**src/rtl/mac_seq_pkg.sv**
```systemverilog
package mac_seq_pkg;
    parameter int MAC_DW   = 16;
    parameter int MAC_AW   = 20;
    parameter int MAC_OFFW = 4;
    localparam int MAC_PW  = 2 * MAC_DW;

    typedef enum logic [2:0] {
        ST_IDLE,
        ST_MUL,
        ST_ACC,
        ST_RDA,
        ST_RDA2,
        ST_WRA,
        ST_RDB2,
        ST_WRB
    } seq_st_e;

    typedef struct packed {
        seq_st_e                 st;
        logic [MAC_DW-1:0]       hold_a;
        logic [MAC_DW-1:0]       hold_b;
        logic [MAC_AW-1:0]       ptr_a;
        logic [MAC_AW-1:0]       ptr_b;
        logic [MAC_DW-1:0]       ptr_c;
        logic [MAC_PW-1:0]       prod;
        logic                    ovf;
        logic [2*MAC_OFFW-1:0]   steps;
        logic [MAC_DW-1:0]       mask_a;
        logic [MAC_DW-1:0]       mask_b;
        logic [7:0]              hi_byte;
    } seq_regs_t;
endpackage

```
**src/rtl/mac_fracmul.sv**
```systemverilog
module mac_fracmul #(
    parameter int DW = 16,
    localparam int PW = 2 * DW
) (
    input  logic [DW-1:0] a_i,
    input  logic [DW-1:0] b_i,
    output logic [PW-1:0] prod_o,
    output logic          ovf_o
);
    logic signed [DW-1:0] a_s;
    logic signed [DW-1:0] b_s;
    logic signed [PW-1:0] full;
    logic [PW-1:0]        dbl;

    always_comb begin
        a_s    = a_i;
        b_s    = b_i;
        full   = a_s * b_s;
        dbl    = {full[PW-2:0], 1'b0};
        prod_o = dbl;
        ovf_o  = (dbl == {1'b1, {(PW-1){1'b0}}});
    end
endmodule

```
**src/rtl/mac_ptr_step.sv**
```systemverilog
module mac_ptr_step #(
    parameter int AW   = 20,
    parameter int DW   = 16,
    parameter int OFFW = 4
) (
    input  logic [AW-1:0]   ptr_i,
    input  logic [DW-1:0]   mask_i,
    input  logic [OFFW-1:0] off_i,
    output logic [AW-1:0]   ptr_o
);
    logic [DW-1:0] eff_mask;
    logic [AW-1:0] wide_mask;
    logic [AW-1:0] off_ext;
    logic [AW-1:0] sum;

    always_comb begin
        eff_mask  = (mask_i == '0) ? {DW{1'b1}} : mask_i;
        wide_mask = {{(AW-DW){1'b0}}, eff_mask};
        off_ext   = {{(AW-OFFW){off_i[OFFW-1]}}, off_i};
        sum       = ptr_i + off_ext;
        ptr_o     = (ptr_i & ~wide_mask) | (sum & wide_mask);
    end
endmodule

```
**src/rtl/mac_fetch_seq.sv**
```systemverilog
module mac_fetch_seq
    import mac_seq_pkg::*;
#(
    localparam int DW   = MAC_DW,
    localparam int AW   = MAC_AW,
    localparam int OFFW = MAC_OFFW,
    localparam int PW   = MAC_PW,
    localparam int SW   = 2 * MAC_OFFW
) (
    input  logic          clk,
    input  logic          rst_n,
    input  logic          start_i,
    input  logic [SW-1:0] postbyte_i,
    input  logic [DW-1:0] mask_a_i,
    input  logic [DW-1:0] mask_b_i,
    input  logic          ld_i,
    input  logic [DW-1:0] ld_hold_a_i,
    input  logic [DW-1:0] ld_hold_b_i,
    input  logic [AW-1:0] ld_ptr_a_i,
    input  logic [AW-1:0] ld_ptr_b_i,
    output logic          busy_o,
    output logic          ovf_o,
    output logic          acc_valid_o,
    output logic [PW-1:0] acc_data_o,
    output logic          acc_zext_o,
    output logic          rd_req_o,
    output logic [AW-1:0] rd_addr_o,
    output logic          rd_byte_o,
    input  logic [DW-1:0] rd_data_i,
    output logic [DW-1:0] hold_a_o,
    output logic [DW-1:0] hold_b_o,
    output logic [AW-1:0] ptr_a_o,
    output logic [AW-1:0] ptr_b_o,
    output logic [DW-1:0] ptr_c_o
);
    localparam int NPTR = 2;

    seq_regs_t q, d;

    logic [PW-1:0]   mul_prod;
    logic            mul_ovf;
    logic [AW-1:0]   step_cur  [NPTR];
    logic [DW-1:0]   step_mask [NPTR];
    logic [OFFW-1:0] step_off  [NPTR];
    logic [AW-1:0]   step_nxt  [NPTR];

    mac_fracmul #(.DW(DW)) u_mul (
        .a_i    (q.hold_a),
        .b_i    (q.hold_b),
        .prod_o (mul_prod),
        .ovf_o  (mul_ovf)
    );

    assign step_cur[0]  = q.ptr_a;
    assign step_cur[1]  = q.ptr_b;
    assign step_mask[0] = q.mask_a;
    assign step_mask[1] = q.mask_b;
    assign step_off[0]  = q.steps[SW-1:OFFW];
    assign step_off[1]  = q.steps[OFFW-1:0];

    for (genvar g = 0; g < NPTR; g++) begin : g_step
        mac_ptr_step #(.AW(AW), .DW(DW), .OFFW(OFFW)) u_step (
            .ptr_i  (step_cur[g]),
            .mask_i (step_mask[g]),
            .off_i  (step_off[g]),
            .ptr_o  (step_nxt[g])
        );
    end

    always_comb begin
        d           = q;
        acc_valid_o = 1'b0;
        rd_req_o    = 1'b0;
        rd_addr_o   = '0;
        rd_byte_o   = 1'b0;
        unique case (q.st)
            ST_IDLE: begin
                if (ld_i) begin
                    d.hold_a = ld_hold_a_i;
                    d.hold_b = ld_hold_b_i;
                    d.ptr_a  = ld_ptr_a_i;
                    d.ptr_b  = ld_ptr_b_i;
                end else if (start_i) begin
                    d.steps  = postbyte_i;
                    d.mask_a = mask_a_i;
                    d.mask_b = mask_b_i;
                    d.st     = ST_MUL;
                end
            end
            ST_MUL: begin
                d.prod = mul_prod;
                d.ovf  = mul_ovf;
                d.st   = ST_ACC;
            end
            ST_ACC: begin
                acc_valid_o = 1'b1;
                d.ptr_a     = step_nxt[0];
                d.st        = ST_RDA;
            end
            ST_RDA: begin
                d.ptr_c   = q.hold_a;
                rd_req_o  = 1'b1;
                rd_addr_o = q.ptr_a;
                rd_byte_o = q.ptr_a[0];
                d.st      = q.ptr_a[0] ? ST_RDA2 : ST_WRA;
            end
            ST_RDA2: begin
                d.hi_byte = rd_data_i[7:0];
                rd_req_o  = 1'b1;
                rd_addr_o = q.ptr_a + AW'(1);
                rd_byte_o = 1'b1;
                d.st      = ST_WRA;
            end
            ST_WRA: begin
                d.hold_a  = q.ptr_a[0] ? {q.hi_byte, rd_data_i[7:0]} : rd_data_i;
                d.ptr_b   = step_nxt[1];
                rd_req_o  = 1'b1;
                rd_addr_o = step_nxt[1];
                rd_byte_o = step_nxt[1][0];
                d.st      = step_nxt[1][0] ? ST_RDB2 : ST_WRB;
            end
            ST_RDB2: begin
                d.hi_byte = rd_data_i[7:0];
                rd_req_o  = 1'b1;
                rd_addr_o = q.ptr_b + AW'(1);
                rd_byte_o = 1'b1;
                d.st      = ST_WRB;
            end
            ST_WRB: begin
                d.hold_b = q.ptr_b[0] ? {q.hi_byte, rd_data_i[7:0]} : rd_data_i;
                d.st     = ST_IDLE;
            end
            default: d.st = ST_IDLE;
        endcase
    end

    always_ff @(posedge clk or negedge rst_n) begin
        if (!rst_n) begin
            q <= '0;
        end else begin
            q <= d;
        end
    end

    assign busy_o     = (q.st != ST_IDLE);
    assign ovf_o      = q.ovf;
    assign acc_data_o = q.prod;
    assign acc_zext_o = q.ovf;
    assign hold_a_o   = q.hold_a;
    assign hold_b_o   = q.hold_b;
    assign ptr_a_o    = q.ptr_a;
    assign ptr_b_o    = q.ptr_b;
    assign ptr_c_o    = q.ptr_c;
endmodule

```
**config.mk**
```make
export PLATFORM = sky130hd
export DESIGN_NAME = mac_fetch_seq
export DESIGN_NICKNAME = d
export VERILOG_FILES = /design/src/rtl/mac_seq_pkg.sv /design/src/rtl/mac_fracmul.sv /design/src/rtl/mac_ptr_step.sv /design/src/rtl/mac_fetch_seq.sv
export SDC_FILE = /design/constraint.sdc
export NUM_CORES = 1
export LEC_CHECK = 0
export BUFFER_PORTS_ARGS = -buffer_cell sky130_fd_sc_hd__buf_4
export CORE_MARGIN = 3
export CORE_UTILIZATION = 55
export CTS_BUF_LIST = sky130_fd_sc_hd__clkbuf_8
export CTS_CLUSTER_SIZE = 30
export DETAILED_ROUTE_END_ITERATION = 8
export MAX_ROUTING_LAYER = met4
export PLACE_DENSITY = 0.81
export SKIP_CTS_REPAIR_TIMING = 1
export SYNTH_ARGS = -nofsm -noshare
export SYNTH_HDL_FRONTEND = slang
export SYNTH_HIERARCHICAL = 1
export SYNTH_SLANG_ARGS = --single-unit
```
**constraint.sdc**
```tcl
create_clock -name clk -period 6.6 [get_ports clk]
set_input_delay 0.33 -clock clk [delete_from_list [all_inputs] [get_ports clk]]
set_output_delay 0.33 -clock clk [all_outputs]
set_load 0.02 [all_outputs]
```
Word level (Yosys, flattened, before mapping)
Cells that the tools add are included.
{"block": "word_totals", "regBits": 171, "inputBits": 132, "output_inout_bits": 146, "word_cells": 69}
{"block": "op_classes", "n_addsub": 4, "multipliers": 1, "n_eq_ne": 11, "n_mux": 18, "bitwise_logic": 9, "reduce_logical": 14}
{"cell": "20-bit case mux with 2 select lines", "n": 2}
{"cell": "20-bit case mux with 4 select lines", "n": 1}
{"cell": "72-bit 2-to-1 mux", "n": 1}
{"cell": "16-bit 2-to-1 mux", "n": 4}
{"cell": "16-bit case mux with 2 select lines", "n": 2}
{"cell": "20-bit by 1-bit adder with 20-bit output, second input constant", "n": 2}
{"cell": "20-bit adder", "n": 2}
{"cell": "20-bit by 16-bit AND with 20-bit output", "n": 2}
{"cell": "20-bit AND", "n": 2}
{"cell": "16-bit inverter with 20-bit output", "n": 2}
{"cell": "20-bit OR", "n": 2}
{"cell": "16-bit zero test", "n": 2}
{"cell": "31-bit == test, second input constant", "n": 1}
{"cell": "16-bit by 16-bit multiplier with 31-bit output", "n": 1}
{"cell": "3-bit case mux with 8 select lines", "n": 1}
{"cell": "3-bit == test, second input constant", "n": 4}
{"cell": "2-bit AND reduction", "n": 4}
{"cell": "3-bit by 2-bit == test with 1-bit output, second input constant", "n": 2}
{"cell": "3-bit 2-to-1 mux", "n": 2}
{"cell": "2-bit != test, second input constant", "n": 3}
{"cell": "2-bit nonzero test", "n": 3}
{"cell": "1-bit 2-to-1 mux", "n": 4}
{"cell": "4-bit OR reduction", "n": 1}
{"cell": "3-bit by 1-bit == test with 1-bit output, second input constant", "n": 1}
{"cell": "6 further kinds", "n": 6}

Logic depth before layout (Yosys ltp)
{"block": "logic_depth", "depth_word": 7, "ltp_mapped": 26}

Hierarchy
Netlist, hierarchy kept.
{"mod": "mac_fracmul", "n_inst": 1, "cells_per_inst": 1093, "area_each_um2": 9810.7, "seq_area_each_um2": 0.0}
{"mod": "mac_fetch_seq", "n_inst": 1, "cells_per_inst": 978, "area_each_um2": 9327.7, "seq_area_each_um2": 4304.1}
{"mod": "mac_ptr_step", "n_inst": 2, "cells_per_inst": 150, "area_each_um2": 1012.2, "seq_area_each_um2": 0.0}

Worst setup path after synthesis
Ideal clock, no wire load.
{"block": "synth_timing", "kind": "register -> register", "from": "register q, in the netlist hold_a_o[15]", "to": "register q, in the netlist acc_zext_o", "t_arrival_ns": 6.520, "required_time_ns": 6.535, "path_slack_ns": 0.015, "path_stages_with_launch": 26, "synth_period_minus_slack_ns": 6.585, "path_cell_list": "dfrtp_1 > clkbuf_1 > nand2_1 > inv_1 > fa_1 > inv_1 > fa_1 > inv_1 > fa_1 > fa_1 > fa_1 > inv_1 > fa_1 > inv_1 > ha_1 > clkbuf_1 > nand4_1 > nor2_1 > a22oi_1 > a21oi_1 > or4_1 > a221o_1 > nor4_1 > and4b_1 > and4b_1 > mux2_2"}
{"block": "synth_via", "elab_chain_cells": 2}
{"element": "from (decl)", "line": "mac_fetch_seq.sv:38", "source": "seq_regs_t q, d;"}
{"element": "from (signal assigned)", "line": "mac_fetch_seq.sv:139", "source": "q <= '0;"}
{"element": "from (signal assigned)", "line": "mac_fetch_seq.sv:141", "source": "q <= d;"}
{"element": "16-bit by 16-bit multiplier with 31-bit output", "line": "mac_fracmul.sv:18", "source": "full = a_s * b_s;"}
{"element": "31-bit == test", "line": "mac_fracmul.sv:21", "source": "ovf_o = (dbl == {1'b1, {(PW-1){1'b0}}});"}
{"element": "net mul_ovf", "line": "mac_fetch_seq.sv:41", "source": "logic mul_ovf;"}
The timed path passes the listed nets, and every way through them passes these cells.
A chain may end at the register's enable or synchronous reset.

Worst setup path after layout
{"block": "layout_timing", "from": "register q, in the netlist hold_a_o[11]", "to": "register q, in the netlist acc_zext_o"}
{"block": "layout_via", "elab_chain_cells": 2}
{"element": "16-bit by 16-bit multiplier with 31-bit output", "line": "mac_fracmul.sv:18"}
{"element": "net mul_prod[22]", "line": "mac_fetch_seq.sv:40", "source": "logic [PW-1:0] mul_prod;"}
{"element": "31-bit == test", "line": "mac_fracmul.sv:21"}
{"element": "net mul_ovf", "line": "mac_fetch_seq.sv:41"}
The timed path passes the listed nets, and every way through them passes these cells.

==> impl_metrics.tcl <==
set metrics [dict create \
    cts_tree "built" \
    crit_path_max_incr_delay_ps 560 \
    via_count 17600 \
    grt_util_all_layers 0.315 \
    fin_ws_ps -81.4 \
    drt-pass1-iter-count 8 \
    critPathArrivalTime_ps 7130 \
    fp.coreArea_mm2 0.0378 \
    clock_sinks 172 \
    fmax_mhz 150 \
    io_buffers 277 \
    post-route-min-period_ps 6680 \
    yosysUniqueCellTypes 73 \
    die_area_mm2 0.0409 \
    drtIter0Drc 1456 \
    dp_hpwl_mm 50.1 \
    layoutNonFillerInstCount 3096 \
    wl_mm 63.4 \
    drv_cap 0 \
    wl_per_cell_um 20.5 \
    clk_pin_slew_ps 110 \
    multi_input_area_mm2 0.0147 \
    layout.nets 3071 \
    final-hold-violation-count 0 \
    cp_slowest_cell "fa_2" \
    clock_path_buffers 2 \
    yosysWarnings 6 \
    slew_headroom 0.235 \
    drcViolationCount 0 \
    grt_pass1_vias 18100 \
    synthCells 2371 \
    syn2layout_area_growth_pct 15.2 \
    critical_path_class "flip-flop to flip-flop" \
    cts_root_buffer "clkbuf_8" \
    crit_buf_inv 7 \
    grt_max_degree 92 \
    cts_made_buffers 17 \
    rsz0062_at_grt "yes" \
    vias_per_cell 5.67 \
    grt_overflow_total 0 \
    synth_flop_cell "dfrtp_1" \
    clock_skew_ps 17.4 \
    synth_enable_flop_cells 0 \
    status "finished with violations" \
    die_width_um 202 \
    syn_area_per_cell_um2 8.93 \
    synth_area_mm2 0.0212 \
    rows 71 \
    layout-drive-gt1-share 0.244 \
    end_kind "flip-flop" \
    ys_ff_latch 172 \
    place.gp.congestion 0.939 \
    insertion_delay_ps 510 \
    setup_viol 1 \
    start_util 0.561 \
    grt_pass1_wl_mm 99.0 \
    fillers 3103 \
    cp_data_required_time_ps 7050 \
    ant_nets 0 \
    critPathLaunchType "flip-flop" \
    ys_async_sr_fraction 1.00 \
    period_share 1.01 \
    placedCellCount 3039 \
    die_h_um 202 \
    area.sequential_mm2 0.00433 \
    h-tree-depth 4 \
    violations "setup timing" \
    critical_path.top_delay_family "adder cells" \
    drv_slew 0 \
    cp_max_fo 11 \
    ys_seq_area_frac 0.203 \
    max_slew.worst_pin.slew_ps 1140 \
    io_pins 278 \
    antenna_found_initial 1 \
    syn_nets 2872 \
    min_path_type "primary input to flip-flop" \
]
metal layers:
| metal | vias to the layer above | wire length [µm] | global-route usage |
|---|---|---|---|
| met3 | 157 | 5020 | 0.0689 |
| met2 | 764 | 30500 | 0.507 |
| met5 | - | 0 | - |
| li1 | 7997 | - | - |
| met4 | 0 | 2350 | 0.112 |
| met1 | 8633 | 25500 | 0.397 |
worst paths after layout:
| path | start | to | slack (ps) | depth (start not counted) |
|---|---|---|---|---|
| worst max-delay path | hold_a_o[11]$_DFFE_PN0P_ | acc_zext_o$_DFFE_PN0P_ | -80 | 25 |
| worst min-delay path | rd_data_i[7] | q[7]$_DFFE_PN0N_ | 30 | 3 |
| worst max register to register | hold_a_o[11]$_DFFE_PN0P_ | acc_zext_o$_DFFE_PN0P_ | -80 | 25 |
| worst min register to register | ptr_c_o[11]$_DFFE_PN0P_ | ptr_c_o[11]$_DFFE_PN0P_ | 490 | 2 |
| max in group asynchronous | rst_n | hold_a_o[5]$_DFFE_PN0P_ | 4410 | 4 |
| min in group asynchronous | rst_n | acc_data_o[5]$_DFFE_PN0P_ | 450 | 2 |
cell usage after synthesis, types with 8 or more instances:
cell        n  area [µm²]
nand2_1   385        1450
o211ai_1   10        75.1
clkbuf_1   79         297
a21oi_1    52         260
a211oi_1   25         188
a22oi_1    13        97.6
mux2i_1    30         300
and2_1    133         832
nand2b_1   10        62.6
a21o_1     20         150
o22ai_1     9        56.3
nor2_1    108         405
nand4_1    11        68.8
inv_1     295        1110
nor4_1     14        87.6
nor2b_1    21         131
xnor2_1    51         447
buf_4     131         983
nand3_1    28         140
nor3_1     25         125
ha_1      111        1390
xor2_1     26         228
a31oi_1    56         350
buf_2      21         105
o21ai_0    76         380
o31ai_1     8        60.1
mux2_2     82         923
dfrtp_1   172        4300
fa_1      258        5160
flip-flops by register name, indices dropped and copies added (netlist names):
name        count
hold_b_o       16
ptr_b_o        20
acc_zext_o      1
ptr_a_o        20
ptr_c_o        16
q              43
acc_data_o     32
hold_a_o       16
step_off        8
through the flow:
step / setup WS, ps / util / cell area, µm² / hold WS, ps / TNS [ps]
finish: -81.4 / 0.646 / 24400 / 30.3 / -81.4
global route: -224 / 0.646 / 24400 / 13.4 / -258
global placement: -119 / 0.619 / 23400 / 446 / -119
CTS: -273 / 0.630 / 23800 / -119 / -317
detailed placement: -188 / 0.619 / 23400 / 453 / -188
floorplan: 14.8 / - / 21200 / 34.4 / 0
layout by cell type, fill, tap and decap left out, types with 8 or more instances in the layout:
cell,count
a21oi_1,43
buf_4,393
nand2_1,382
a22oi_1,12
mux2_2,81
o22ai_1,9
fa_1,249
inv_2,8
fa_2,9
mux2i_1,30
a31oi_1,55
nor4_1,12
ha_4,9
dfrtp_2,23
inv_1,289
nand4_1,11
dfrtp_1,149
nor2_1,106
o21ai_0,73
and2_1,130
ha_1,101
o211ai_1,10
a21o_1,20
xnor2_1,50
clkbuf_8,19
a211oi_1,25
nor3_1,22
xor2_1,26
nor2b_1,21
nand3_1,28
nand2b_1,10
kinds of logic after synthesis:
kind of cell    synth area share
simple gates               0.172
buf+inv                    0.118
fa+ha+maj                  0.310
compound gates             0.107
flops                      0.203
mux                       0.0578
xor+xnor                  0.0319
other cells             0.000177
layout make-up:
cell class | instances | share of cell area
Inverter | 295 | 0.0454
Sequential cell | 172 | 0.178
Multi-Input combinational cell | 1672 | 0.602
Antenna cell | 2 | 0.000205
Clock inverter | 14 | 0.00652
Tap cell | 511 | 0.0262
Clock buffer | 18 | 0.0102
Timing Repair Buffer | 412 | 0.131
worst register-to-register path, cell delays in order (launching register included):
cell and delay (ps):
dfrtp_2 440, buf_4 180, and2_1 170, fa_1 480, inv_1 60, fa_1 490, fa_2 560, inv_1 70
fa_2 400, fa_1 520, inv_1 50, fa_1 480, inv_1 70, ha_4 310, buf_4 110, nand4_1 130
nor4_2 330, a22oi_2 160, buf_4 180, nand2_1 70, xor2_1 100, or4b_4 550, nor4_2 150, and4b_1 230
and4b_1 190, mux2_4 140
Power is not shown: default switching activity piles up to over one toggle a cycle in this logic, so the estimate is an artifact.
